$ cat src/rtl/prio_irq_pkg.sv
package prio_irq_pkg;
  localparam int REG_W = 8;
  localparam int SEL_W = 2;

  typedef enum logic [SEL_W-1:0] {
    SEL_PEND = 2'd0,
    SEL_ENH  = 2'd1,
    SEL_ENL  = 2'd2,
    SEL_NONE = 2'd3
  } reg_sel_e;

  typedef enum logic [1:0] {
    LVL_OFF  = 2'b00,
    LVL_LOW  = 2'b01,
    LVL_MID  = 2'b10,
    LVL_HIGH = 2'b11
  } prio_lvl_e;
endpackage

$ cat src/rtl/prio_irq_pend_bank.sv
module prio_irq_pend_bank #(
  parameter int W    = 8,
  parameter int LIVE = 8
) (
  input  logic         clk,
  input  logic         rst,
  input  logic [W-1:0] set_i,
  input  logic [W-1:0] clr_i,
  output logic [W-1:0] pend_q_o,
  output logic [W-1:0] pend_d_o
);
  localparam logic [W-1:0] LIVE_MASK = (LIVE >= W) ? {W{1'b1}} : W'((1 << LIVE) - 1);

  logic [W-1:0] pend_q;

  // set has priority over any clear in the same cycle
  assign pend_d_o = ((pend_q & ~clr_i) | set_i) & LIVE_MASK;
  assign pend_q_o = pend_q;

  always_ff @(posedge clk) begin
    if (rst) pend_q <= '0;
    else     pend_q <= pend_d_o;
  end
endmodule

$ cat src/rtl/prio_irq_en_reg.sv
module prio_irq_en_reg #(
  parameter int W = 8
) (
  input  logic         clk,
  input  logic         rst,
  input  logic         wr_i,
  input  logic [W-1:0] wdata_i,
  output logic [W-1:0] q_o,
  output logic [W-1:0] d_o
);
  logic [W-1:0] q;

  assign d_o = wr_i ? wdata_i : q;
  assign q_o = q;

  always_ff @(posedge clk) begin
    if (rst) q <= '0;
    else     q <= d_o;
  end
endmodule

$ cat src/rtl/prio_irq_arb.sv
module prio_irq_arb #(
  parameter int N     = 20,
  parameter int IDX_W = 5
) (
  input  logic [N-1:0]     pend_i,
  input  logic [N-1:0]     hi_i,
  input  logic [N-1:0]     lo_i,
  input  logic             gate_i,
  output logic             hit_o,
  output logic [IDX_W-1:0] idx_o
);
  logic [1:0] best;
  logic       any;

  // ascending scan with strict compare: lowest index wins a tie
  always_comb begin
    best  = 2'b00;
    any   = 1'b0;
    idx_o = '0;
    for (int i = 0; i < N; i++) begin
      if (pend_i[i] && ({hi_i[i], lo_i[i]} > best)) begin
        best  = {hi_i[i], lo_i[i]};
        idx_o = IDX_W'(i);
        any   = 1'b1;
      end
    end
    hit_o = any & gate_i;
  end
endmodule

$ cat src/rtl/prio_irq_ctrl.sv
module prio_irq_ctrl
  import prio_irq_pkg::*;
#(
  parameter int SRC_COUNT = 20,
  parameter int NBANK     = (SRC_COUNT + REG_W - 1) / REG_W,
  parameter int BANK_W    = (NBANK > 1) ? $clog2(NBANK) : 1,
  parameter int ADDR_W    = BANK_W + SEL_W,
  parameter int VEC_W     = (SRC_COUNT > 1) ? $clog2(SRC_COUNT) : 1
) (
  input  logic                 clk,
  input  logic                 rst,
  input  logic [ADDR_W-1:0]    reg_addr,
  input  logic                 reg_wr,
  input  logic [REG_W-1:0]     reg_wdata,
  input  logic                 reg_rd,
  output logic [REG_W-1:0]     reg_rdata,
  input  logic [SRC_COUNT-1:0] src_req,
  input  logic                 glob_en,
  output logic                 int_out,
  output logic [VEC_W-1:0]     int_vec,
  input  logic                 int_ack
);
  localparam int SRC_PAD = NBANK * REG_W;

  logic [BANK_W-1:0] bank_sel;
  reg_sel_e          sel;
  logic [SRC_PAD-1:0] req_pad, ack_mask;
  logic [SRC_PAD-1:0] pend_q, pend_d, enh_q, enh_d, enl_q, enl_d;
  logic [REG_W-1:0]  rd_mux;
  logic              arb_hit;
  logic [VEC_W-1:0]  arb_idx;

  assign bank_sel = reg_addr[ADDR_W-1:SEL_W];
  assign sel      = reg_sel_e'(reg_addr[SEL_W-1:0]);
  assign req_pad  = SRC_PAD'(src_req);
  assign ack_mask = (int_ack && int_out) ? (SRC_PAD'(1) << int_vec) : '0;

  for (genvar b = 0; b < NBANK; b++) begin : g_bank
    localparam int LIVE = (SRC_COUNT - b * REG_W >= REG_W) ? REG_W : (SRC_COUNT - b * REG_W);
    logic             hit_b;
    logic [REG_W-1:0] clr_b;

    assign hit_b = (bank_sel == BANK_W'(b));
    assign clr_b = ((reg_wr && hit_b && sel == SEL_PEND) ? reg_wdata : '0)
                 | ack_mask[b*REG_W +: REG_W];

    prio_irq_pend_bank #(.W(REG_W), .LIVE(LIVE)) u_pend (
      .clk      (clk),
      .rst      (rst),
      .set_i    (req_pad[b*REG_W +: REG_W]),
      .clr_i    (clr_b),
      .pend_q_o (pend_q[b*REG_W +: REG_W]),
      .pend_d_o (pend_d[b*REG_W +: REG_W])
    );

    prio_irq_en_reg #(.W(REG_W)) u_enh (
      .clk     (clk),
      .rst     (rst),
      .wr_i    (reg_wr && hit_b && sel == SEL_ENH),
      .wdata_i (reg_wdata),
      .q_o     (enh_q[b*REG_W +: REG_W]),
      .d_o     (enh_d[b*REG_W +: REG_W])
    );

    prio_irq_en_reg #(.W(REG_W)) u_enl (
      .clk     (clk),
      .rst     (rst),
      .wr_i    (reg_wr && hit_b && sel == SEL_ENL),
      .wdata_i (reg_wdata),
      .q_o     (enl_q[b*REG_W +: REG_W]),
      .d_o     (enl_d[b*REG_W +: REG_W])
    );
  end

  always_comb begin
    rd_mux = '0;
    for (int b = 0; b < NBANK; b++) begin
      if (bank_sel == BANK_W'(b)) begin
        case (sel)
          SEL_PEND: rd_mux = pend_q[b*REG_W +: REG_W];
          SEL_ENH:  rd_mux = enh_q[b*REG_W +: REG_W];
          SEL_ENL:  rd_mux = enl_q[b*REG_W +: REG_W];
          default:  rd_mux = '0;
        endcase
      end
    end
  end

  always_ff @(posedge clk) begin
    if (rst)         reg_rdata <= '0;
    else if (reg_rd) reg_rdata <= rd_mux;
  end

  // arbitrate on next-state values so the outputs line up with the registers
  prio_irq_arb #(.N(SRC_COUNT), .IDX_W(VEC_W)) u_arb (
    .pend_i (pend_d[SRC_COUNT-1:0]),
    .hi_i   (enh_d[SRC_COUNT-1:0]),
    .lo_i   (enl_d[SRC_COUNT-1:0]),
    .gate_i (glob_en),
    .hit_o  (arb_hit),
    .idx_o  (arb_idx)
  );

  always_ff @(posedge clk) begin
    if (rst) begin
      int_out <= 1'b0;
      int_vec <= '0;
    end else begin
      int_out <= arb_hit;
      int_vec <= arb_idx;
    end
  end
endmodule

$ cat config.mk
export PLATFORM = sky130hd
export DESIGN_NAME = prio_irq_ctrl
export DESIGN_NICKNAME = d
export VERILOG_FILES = /design/src/rtl/prio_irq_pkg.sv /design/src/rtl/prio_irq_pend_bank.sv /design/src/rtl/prio_irq_en_reg.sv /design/src/rtl/prio_irq_arb.sv /design/src/rtl/prio_irq_ctrl.sv
export SDC_FILE = /design/constraint.sdc
export NUM_CORES = 1
export LEC_CHECK = 0
export ABC_AREA = 1
export ABC_CLOCK_PERIOD_IN_PS = 20600
export BUFFER_PORTS_ARGS = -buffer_cell sky130_fd_sc_hd__buf_2
export CORE_AREA = 4 4 104 106
export DETAILED_ROUTE_END_ITERATION = 8
export DIE_AREA = 0 0 108 110
export MAX_ROUTING_LAYER = met4
export PLACE_DENSITY = 0.83
export SLEW_MARGIN = 30
export SYNTH_ARGS = -nofsm -noshare
export SYNTH_HDL_FRONTEND = slang
export SYNTH_SLANG_ARGS = --single-unit
$ cat constraint.sdc
create_clock -name clk -period 20.6 [get_ports clk]
set_clock_uncertainty 0.2 [all_clocks]
set_input_delay 4.12 -clock clk [delete_from_list [all_inputs] [get_ports clk]]
set_output_delay 4.12 -clock clk [all_outputs]
set_load 0.02 [all_outputs]
# Word-level counts from Yosys, hierarchy flattened
# Cells that the tools add are included.
# op_classes
order_cmp	20
shifts	1
n_reduce_logical	36
eq_ne	4
n_mux	74
bitwise_logic	13
# op_table
cell	count
2-to-1 mux 8 bit	9
one-hot mux 8 bit (3 select lines)	3
2-to-1 mux 4 bit	11
2-to-1 mux 2 bit	21
> comparator 2 bit	19
logical AND 1 bit	33
OR 8 bit	4
2-to-1 mux 1 bit	21
2-to-1 mux 20 bit	1
2-to-1 mux 5 bit	4
left shift 1 x 5 -> 20 bit, first input constant	1
AND 8 bit	2
NOT 8 bit	2
2-to-1 mux 3 bit	4
OR 4 bit	2
OR reduction 5 bit	1
AND 4 bit	1
equality test 2 x 1 -> 1 bit, second input constant	2
equality test 2 bit, second input constant	2
logical NOT 2 bit	2
NOT 4 bit	1
> comparator 2 x 1 -> 1 bit, second input constant	1
AND 1 bit	1
# word_totals
register_bits	82
wordCells	163
out_inout_bits	14

# Depth between registers and ports, before layout
# Gate-level depths: netlist of the first run.
# depth
ltp_word	68
ltp_mapped	157
mapped_depth_nobuf	157

# Cells and area by module
# From an unflattened synthesis of the first run, not the netlist that was laid out.
# unflattened
hier_cells	1142
area_unflattened_um2	6959.2
# modules_own_cells
module	cells_per_inst	area_per_inst_um2	instances
prio_irq_en_reg	67	467.9	6
prio_irq_arb	308	1604.0	1
prio_irq_ctrl	301	1600.3	1
prio_irq_pend_bank at g_bank[0].u_pend ...	49	361.6	2
prio_irq_pend_bank at g_bank[2].u_pend	33	224.0	1

# Worst setup path before layout of the first run
# Ideal clock, no wire load.
# synth_timing
path_type	input to register
from	in int_ack
to	reg int_vec[3]
arrival_ps	20568
setup_ps	123
n_path_buf	0
t_required_ps	20277
path_stages	145
setup_slack_ps	-292
cell_sequence	nand2_1 nor2_1 nand2_1 nand3_1 nand2_1 nand2_1 inv_1 ha_1 a21oi_1 nand2_1 o21ai_0 inv_1 ha_1 nor2_1 nand2_1 nand3_1 nand3_1 nand2_1 [... 109 more ...] nand3_1 and2_1 ha_1 inv_1 a21oi_1 nor2_1 nand2_1 nand2_1 o21ai_1 ha_1 inv_1 nor2_1 nor2_1 a211o_1 nand2_1 inv_1 nand4_1 a21oi_1
# synth_between
elab_chain_len	65
elab_cells_between_ends	81
classes_between	19 x order compare; 28 x mux; 12 x bitwise; 22 x reduce/logical
# synth_lines
item	line	source
start, declared	prio_irq_ctrl.sv:21	input logic int_ack
logical AND 1 bit *	prio_irq_ctrl.sv:36	assign ack_mask = (int_ack && int_out) ? (SRC_PAD'(1) << int_vec) : '0;
2-to-1 mux 20 bit *	prio_irq_ctrl.sv:36	
OR 8 bit	prio_irq_ctrl.sv:45	| ack_mask[b*REG_W +: REG_W];
NOT 8 bit	prio_irq_pend_bank.sv:17	assign pend_d_o = ((pend_q & ~clr_i) | set_i) & LIVE_MASK;
AND 8 bit	prio_irq_pend_bank.sv:17	
OR 8 bit	prio_irq_pend_bank.sv:17	
logical AND 1 bit	prio_irq_arb.sv:21	if (pend_i[i] && ({hi_i[i], lo_i[i]} > best)) begin
2-to-1 mux 2 bit	prio_irq_arb.sv:21	
[... 49 more ...]	n/a	
logical AND 1 bit	prio_irq_arb.sv:21	
2-to-1 mux 2 bit	prio_irq_arb.sv:21	
> comparator 2 bit	prio_irq_arb.sv:21	
logical AND 1 bit	prio_irq_arb.sv:21	
2-to-1 mux 2 bit	prio_irq_arb.sv:21	
> comparator 2 bit	prio_irq_arb.sv:21	
logical AND 1 bit	prio_irq_arb.sv:21	
OR reduction 5 bit (no source line)	n/a	
end signal, assigned	prio_irq_ctrl.sv:110	int_vec <= arb_idx;
end, declared	prio_irq_ctrl.sv:20	output logic [VEC_W-1:0] int_vec,
# Mark *: on every way between the ends. The rest lies on a longest branch, timed or not.
# A chain may end at the register's enable or synchronous reset.

# Worst setup path after layout of the first run
# layout_timing
from	in reg_addr[3]
to	reg int_vec[3]
# layout_between
elab_chain_len	67
elab_cells_between_ends	104
classes_between	20 x order compare; 2 x eq/ne; 36 x mux; 12 x bitwise; 34 x reduce/logical
# layout_lines
item	line	source
start, declared	prio_irq_ctrl.sv:12	input logic [ADDR_W-1:0] reg_addr,
logical NOT 2 bit	prio_irq_ctrl.sv:43	assign hit_b = (bank_sel == BANK_W'(b));
logical AND 1 bit	prio_irq_ctrl.sv:44, prio_irq_ctrl.sv:59, prio_irq_ctrl.sv:68	
logical AND 1 bit	prio_irq_ctrl.sv:44	assign clr_b = ((reg_wr && hit_b && sel == SEL_PEND) ? reg_wdata : '0)
2-to-1 mux 8 bit	prio_irq_ctrl.sv:44	
OR 8 bit	prio_irq_ctrl.sv:45	
NOT 8 bit	prio_irq_pend_bank.sv:17	
AND 8 bit	prio_irq_pend_bank.sv:17	
OR 8 bit	prio_irq_pend_bank.sv:17	
[... 51 more ...]	n/a	
logical AND 1 bit	prio_irq_arb.sv:21	
2-to-1 mux 2 bit	prio_irq_arb.sv:21	
> comparator 2 bit	prio_irq_arb.sv:21	
logical AND 1 bit	prio_irq_arb.sv:21	
2-to-1 mux 2 bit	prio_irq_arb.sv:21	
> comparator 2 bit	prio_irq_arb.sv:21	
logical AND 1 bit	prio_irq_arb.sv:21	
OR reduction 5 bit (no source line)	n/a	
# Parallel ways exist; a longest one is shown, timed or not.

==> reports/metrics.yaml, run 1 <==
viasPerCell: 5.72
drtPass1Iterations: 9
synth.distinct_cells: 42
ys_ff_latch: 82
hold_viol: 0
grt_max_degree: 67
cp-start-kind: "primary input"
place_ws_ns: -0.985
maxCapViolCount: 0
num_antenna_cells: 0
cts_tree: "done"
die_w_um: 108
slew_violations: 0
yosys.cell_count.top_type: "nand2_1"
clkLatencyLatePin_ns: 0.37
period_share_pct: 99.9
via_count: 6439
setup_viol: 0
h-tree-depth: 3
grt.total_usage_pct: 29.4
path_class: "in -> reg"
crit_fanout: 5
clkSlewWorstSetupHoldPaths_ns: 0.09
arrival_ns: 20.63
synth_ff_type: "dfxtp_1"
ant_nets: 0
synth_edf_count: 0
overflow: 0
yosysSeqAreaShare_pct: 31.1
drive_above_1_share_pct: 36.7
cts_buffer_depth: 2
setup_slack_ns: 0.0277
outcome: "finished, final reports clean"
crit_slowest_cell: "or3_4"
synth.largest_area_cell: "dfxtp_1"
dp_cells: 1066
hpwl_mm: 12.3
port-buffer-count: 51
hp-class: "reg -> reg"
ctsHoldBuffers: 0
die_y_um: 110
syn_inst: 827
wl_mm: 18.9
async_flop_share_pct: 0
area_delta_synth_final_pct: 39.0
cts_buffers: 9
synth_nets: 891
synth.top_cell.area_share_pct: 31.1
syn_avg_cell_area_um2: 6.38
final_cells: 1125
synth.area.top_cells: "dfxtp_1, nand2_1, inv_1"
p_per_area_nw_per_um2: 189
cp_data_required_time_ns: 20.65
num-nets-final: 1051
min_period_ns: 20.57
cpPeakStageDelay_ns: 0.36
clkSinkCount: 82
relSlewSlack_pct: 40.2
power_leakage_nw: 3.49
netlist_area_um2: 5280
synthTopCellsByCount: "nand2_1, inv_1, nor2_1, dfxtp_1, o21ai_0"
avgRoutedWirePerCell_um: 16.8
cp-end-kind: "flop"
critPathMostFrequentCell: "nand2_2"
fp.dieArea_um2: 11900
drtIter0Drc: 782
worst_pin_slew_ns: 0.894
grt_pass1_wl_mm: 26.9
ios: 52
antenna_found_initial: 0
yosysWarningCount: 0
fmax_mhz: 48.6
grt_pass1_vias: 5767
cts_root_buf: "clkbuf_8"
irDropWorstVdd_mv: 0.189
core_area_um2: 9770
place.gp.congestion: 0.979
drc: 0
start_util_pct: 54.0
rsz0062_at_grt: "yes"
rows: 36
-- final cells by class --
type / count / area [µm²]
Multi-Input combinational cell: 597 / 3700
Fill cell: 746 / 2440
Sequential cell: 82 / 1640
Timing Repair Buffer: 170 / 1170
Inverter: 127 / 477
Tap cell: 133 / 166
Clock buffer: 12 / 155
Clock inverter: 4 / 26.3
-- what timing repair did --
| item | 4_1_cts | 5_1_grt |
|---|---|---|
| buffers inserted | 23 | 20 |
| pin swaps | 36 | 116 |
| gates cloned | 0 | 0 |
| gates resized for setup | 34 | 132 |
| setup endpoints to repair | 6 | 6 |
-- critical path: cells and delay by family --
| kind | cells | cell delay (ns) |
|---|---|---|
| AO/OA/AOI/OAI | 21 | 2.48 |
| adder cells (fa/ha/maj) | 19 | 4.49 |
| buffers and inverters | 22 | 1.58 |
| AND/OR/NAND/NOR | 80 | 7.86 |
-- final timing paths --
path | slack [ns] | end | start | cells after the start
setup / recovery | 0.03 | int_vec[3] | reg_addr[3] | 142
hold / removal | 0.28 | reg_rdata[3] | reg_rdata[3] | 2
setup reg to reg | 3.34 | int_vec[3] | int_vec[0] | 143
hold reg to reg | 0.28 | reg_rdata[3] | reg_rdata[3] | 2
-- cell usage in the layout (no fill, tap or decap), types with 2 or more instances in the layout --
cell	Yosys	final
o21ai_2	3	10
a21boi_2	0	2
buf_4	0	119
nand4_1	5	5
nor2_4	2	10
a21oi_1	35	27
clkbuf_8	0	11
buf_6	2	2
a21oi_2	1	9
o211a_1	4	4
and2_1	9	2
o2111ai_1	3	3
o21ai_1	11	12
buf_2	0	48
nand3_1	44	22
nand2_2	9	55
a221oi_1	9	9
nand3_2	4	24
o21bai_1	2	2
inv_1	121	102
nand2_1	229	183
nor2_1	90	77
inv_2	5	24
o211ai_1	12	12
dfxtp_1	82	82
ha_4	0	17
nor3_1	6	4
clkinv_2	0	2
o21ai_0	56	48
ha_1	26	9
nor2_2	3	8
or2_4	0	2
a31oi_1	17	17
and2_4	0	7
nand3_4	1	3
-- where the power goes --
group | switching, mW | internal (mW)
combinational | 0.552 | 0.542
sequential | 0.00804 | 0.171
clock | 0.0619 | 0.0503
-- stage by stage --
step / total power [mW] / TNS, ns / instance area [µm²] / util [%] / hold slack, ns
global route: 1.49 / -6.54 / 7340 / 75.1 / 0.306
detailed placement: 0.837 / -5.63 / 6200 / 63.5 / 0.264
floorplan: 0.613 / 0 / 5300 / - / 0.279
CTS: 1.01 / -0.507 / 6660 / 68.2 / 0.277
finish: 1.39 / 0 / 7340 / 75.1 / 0.283
global placement: 0.815 / -2.80 / 6200 / 63.5 / 0.250
-- per-layer routing --
metal	wire, µm	vias to the layer above	GRT usage [%]
met2	8960	359	46.6
met3	1820	78	5.01
met1	7280	3009	37.3
li1	-	2993	-
met4	809	0	12.4
met5	0	-	-
-- flip-flops by register name, indices dropped and copies added (netlist names) --
register and count:
g_bank.u_enh.q_o 24, g_bank.u_enl.q_o 24, g_bank.u_pend.pend_q_o 20, int_out 1
int_vec 5, reg_rdata 8
-- logic make-up after synthesis --
| family | Yosys count | synth area share (%) |
|---|---|---|
| simple gates | 408 | 33.0 |
| buf+inv | 148 | 10.8 |
| fa+ha+maj | 26 | 6.16 |
| flops | 82 | 31.1 |
| compound gates | 163 | 19.0 |
(Power assumes the default switching activity.)
==> inputs of run 2 (changes only) <==
CORE_AREA = 3 3 103 105   (was 4 4 104 106)
DIE_AREA = 0 0 106 108   (was 0 0 108 110)
==> reports/metrics.yaml, run 2 (synthesis gave the netlist of run 1 again) <==
drtIter0Drc: 787  # +0.64%
clkSlewWorstSetupHoldPaths_ns: 0.10  # about the same
final_cell_mix: "nand2_1, buf_4, inv_1"
dr_wl_met3_mm: 1.84  # +0.82%
port-buffer-count: 51  # unchanged
dp_cells: 1066  # unchanged
p_seq_share_pct: 13.2  # +0.3 points
wl_mm: 18.7  # -1.2%
p_switching_mw: 0.618  # -0.69%
p_comb_share_pct: 77.5  # -1.5 points
crit_fanout: 5  # unchanged
path_class: "in -> reg"
ff_latch_area_um2: 1640  # unchanged
fin_tns_setup_ns: -0.756  # -0.756 ns
h-tree-depth: 3  # unchanged
fillerInstances: 716  # -4.0%
dpl-instance-area_um2: 6200  # unchanged
cts_buffers: 9  # unchanged
power_mw: 1.36  # -2.2%
p_clk_share_pct: 9.2  # +1.1 points
via_count: 6454  # +0.23%
worst_pin_slew_ns: 0.883  # -0.0107 ns
place.gp.congestion: 0.975  # -0.41%
power_leakage_nw: 3.45  # -1.1%
maxCapViolCount: 0  # unchanged
setup_slack_ns: -0.172  # -0.200 ns
grt_pass1_wl_mm: 26.5  # -1.4%
cpPeakStageDelay_ns: 0.40  # +0.04 ns
arrival_ns: 20.83  # +0.20 ns
place_ws_ns: -1.06  # -0.0727 ns
drive_above_1_share_pct: 35.3  # -1.4 points
grt_max_degree: 67  # unchanged
cts_tree: "done"
cp-end-kind: "flop"
hp-class: "reg -> reg"
post-route-util_pct: 74.5  # -0.54 points
slew_violations: 0  # unchanged
multi_input_area_um2: 3650  # -1.4%
hpwl_mm: 12.4  # +1.5%
grt_pass1_vias: 5502  # -4.6%
period_share_pct: 101  # +0.97 points
num_antenna_cells: 0  # unchanged
clkLatencyLatePin_ns: 0.38  # about the same
hold_viol: 0  # unchanged
swShare_pct: 45.6  # +0.68 points
irDropWorstVdd_mv: 0.173  # -8.7%
viasPerCell: 5.78  # +0.95%
rows: 36  # unchanged
fp.dieArea_um2: 11400  # -3.6%
wl_met2_mm: 8.64  # -3.6%
p_per_area_nw_per_um2: 187  # -1.0%
outcome: "finished, violations left"
ant_nets: 0  # unchanged
critPathMostFrequentCell: "nand2_2"
cts_root_buf: "clkbuf_8"
stdcell_area_um2: 7250  # -1.2%
die_y_um: 108  # -1.8%
fmax_mhz: 48.1  # -0.96%
grt.total_usage_pct: 30.0  # +0.63 points
relSlewSlack_pct: 40.5  # +0.31 points
violations: "setup timing"
cts_buffer_depth: 2  # unchanged
drc: 0  # unchanged
min_period_ns: 20.77  # +0.200 ns
hold_slack_ns: 0.272  # -0.0108 ns
cp_data_required_time_ns: 20.66  # about the same
core_area_um2: 9730  # -0.46%
mostFrequentLayoutCell: "nand2_1"
overflow: 0  # unchanged
setup_viol: 6  # +6
num-nets-final: 1043  # -0.76%
rsz0062_at_grt: "yes"
drtPass1Iterations: 7  # -2
ios: 52  # unchanged
area_delta_synth_final_pct: 37.3
cp-start-kind: "primary input"
crit_slowest_cell: "or3_4"
m1WireLength_mm: 7.34  # +0.77%
avgRoutedWirePerCell_um: 16.7  # -0.46%
die_w_um: 106  # -1.9%
start_util_pct: 54.3  # +0.25 points
final_cells: 1117  # -0.71%
routed.top_layer: "met4"
clkSinkCount: 82  # unchanged
p_int_mw: 0.737  # -3.4%
antenna_found_initial: 0  # unchanged
-- run 2: what timing repair did --
action                     in CTS  in global routing
hold buffers                    0                  0
pin swaps                      29                110
setup endpoints to repair       6                  6
resized for setup              30                128
buffers inserted               20                 16
-- run 2: worst max-delay path: cells and delay by family --
family	cells	cell delay (ns)
AND/OR/NAND/NOR	86	8.75
adder cells (fa/ha/maj)	19	4.54
AO/OA/AOI/OAI	16	1.78
buffers and inverters	24	1.63
-- run 2: power by group through the flow --
stage               registers (mW)  clock network (mW)  logic, mW
CTS                          0.179               0.121      0.727
finish                       0.179               0.125       1.05
global route                 0.180               0.129       1.14
global placement             0.182                   0      0.648
detailed placement           0.182                   0      0.673
floorplan                    0.186                   0      0.427
-- run 2: path summary, 6_finish.rpt --
path | endpoint | depth (start not counted) | slack [ns] | start
min | reg_rdata[2] | 2 | 0.27 | reg_rdata[2]
max reg2reg | int_vec[3] | 148 | 3.11 | int_vec[0]
min reg2reg | reg_rdata[2] | 2 | 0.27 | reg_rdata[2]
max | int_vec[3] | 145 | -0.17 | reg_addr[3]
-- run 2: layout make-up --
| class | count | share of cell area [%] |
|---|---|---|
| clock buffer | 10 | 1.90 |
| clock inverter | 6 | 0.914 |
| inverter | 127 | 6.57 |
| multi-input combinational | 597 | 50.3 |
| sequential | 82 | 22.6 |
| tap | 133 | 2.29 |
| timing repair buffer | 162 | 15.4 |
-- run 2: routing by layer --
metal  vias to the layer above  track usage (%)
met5                         -                -
met4                         0             13.0
met3                        85             6.51
met2                       382             47.5
met1                      2997             37.1
li1                       2990                -
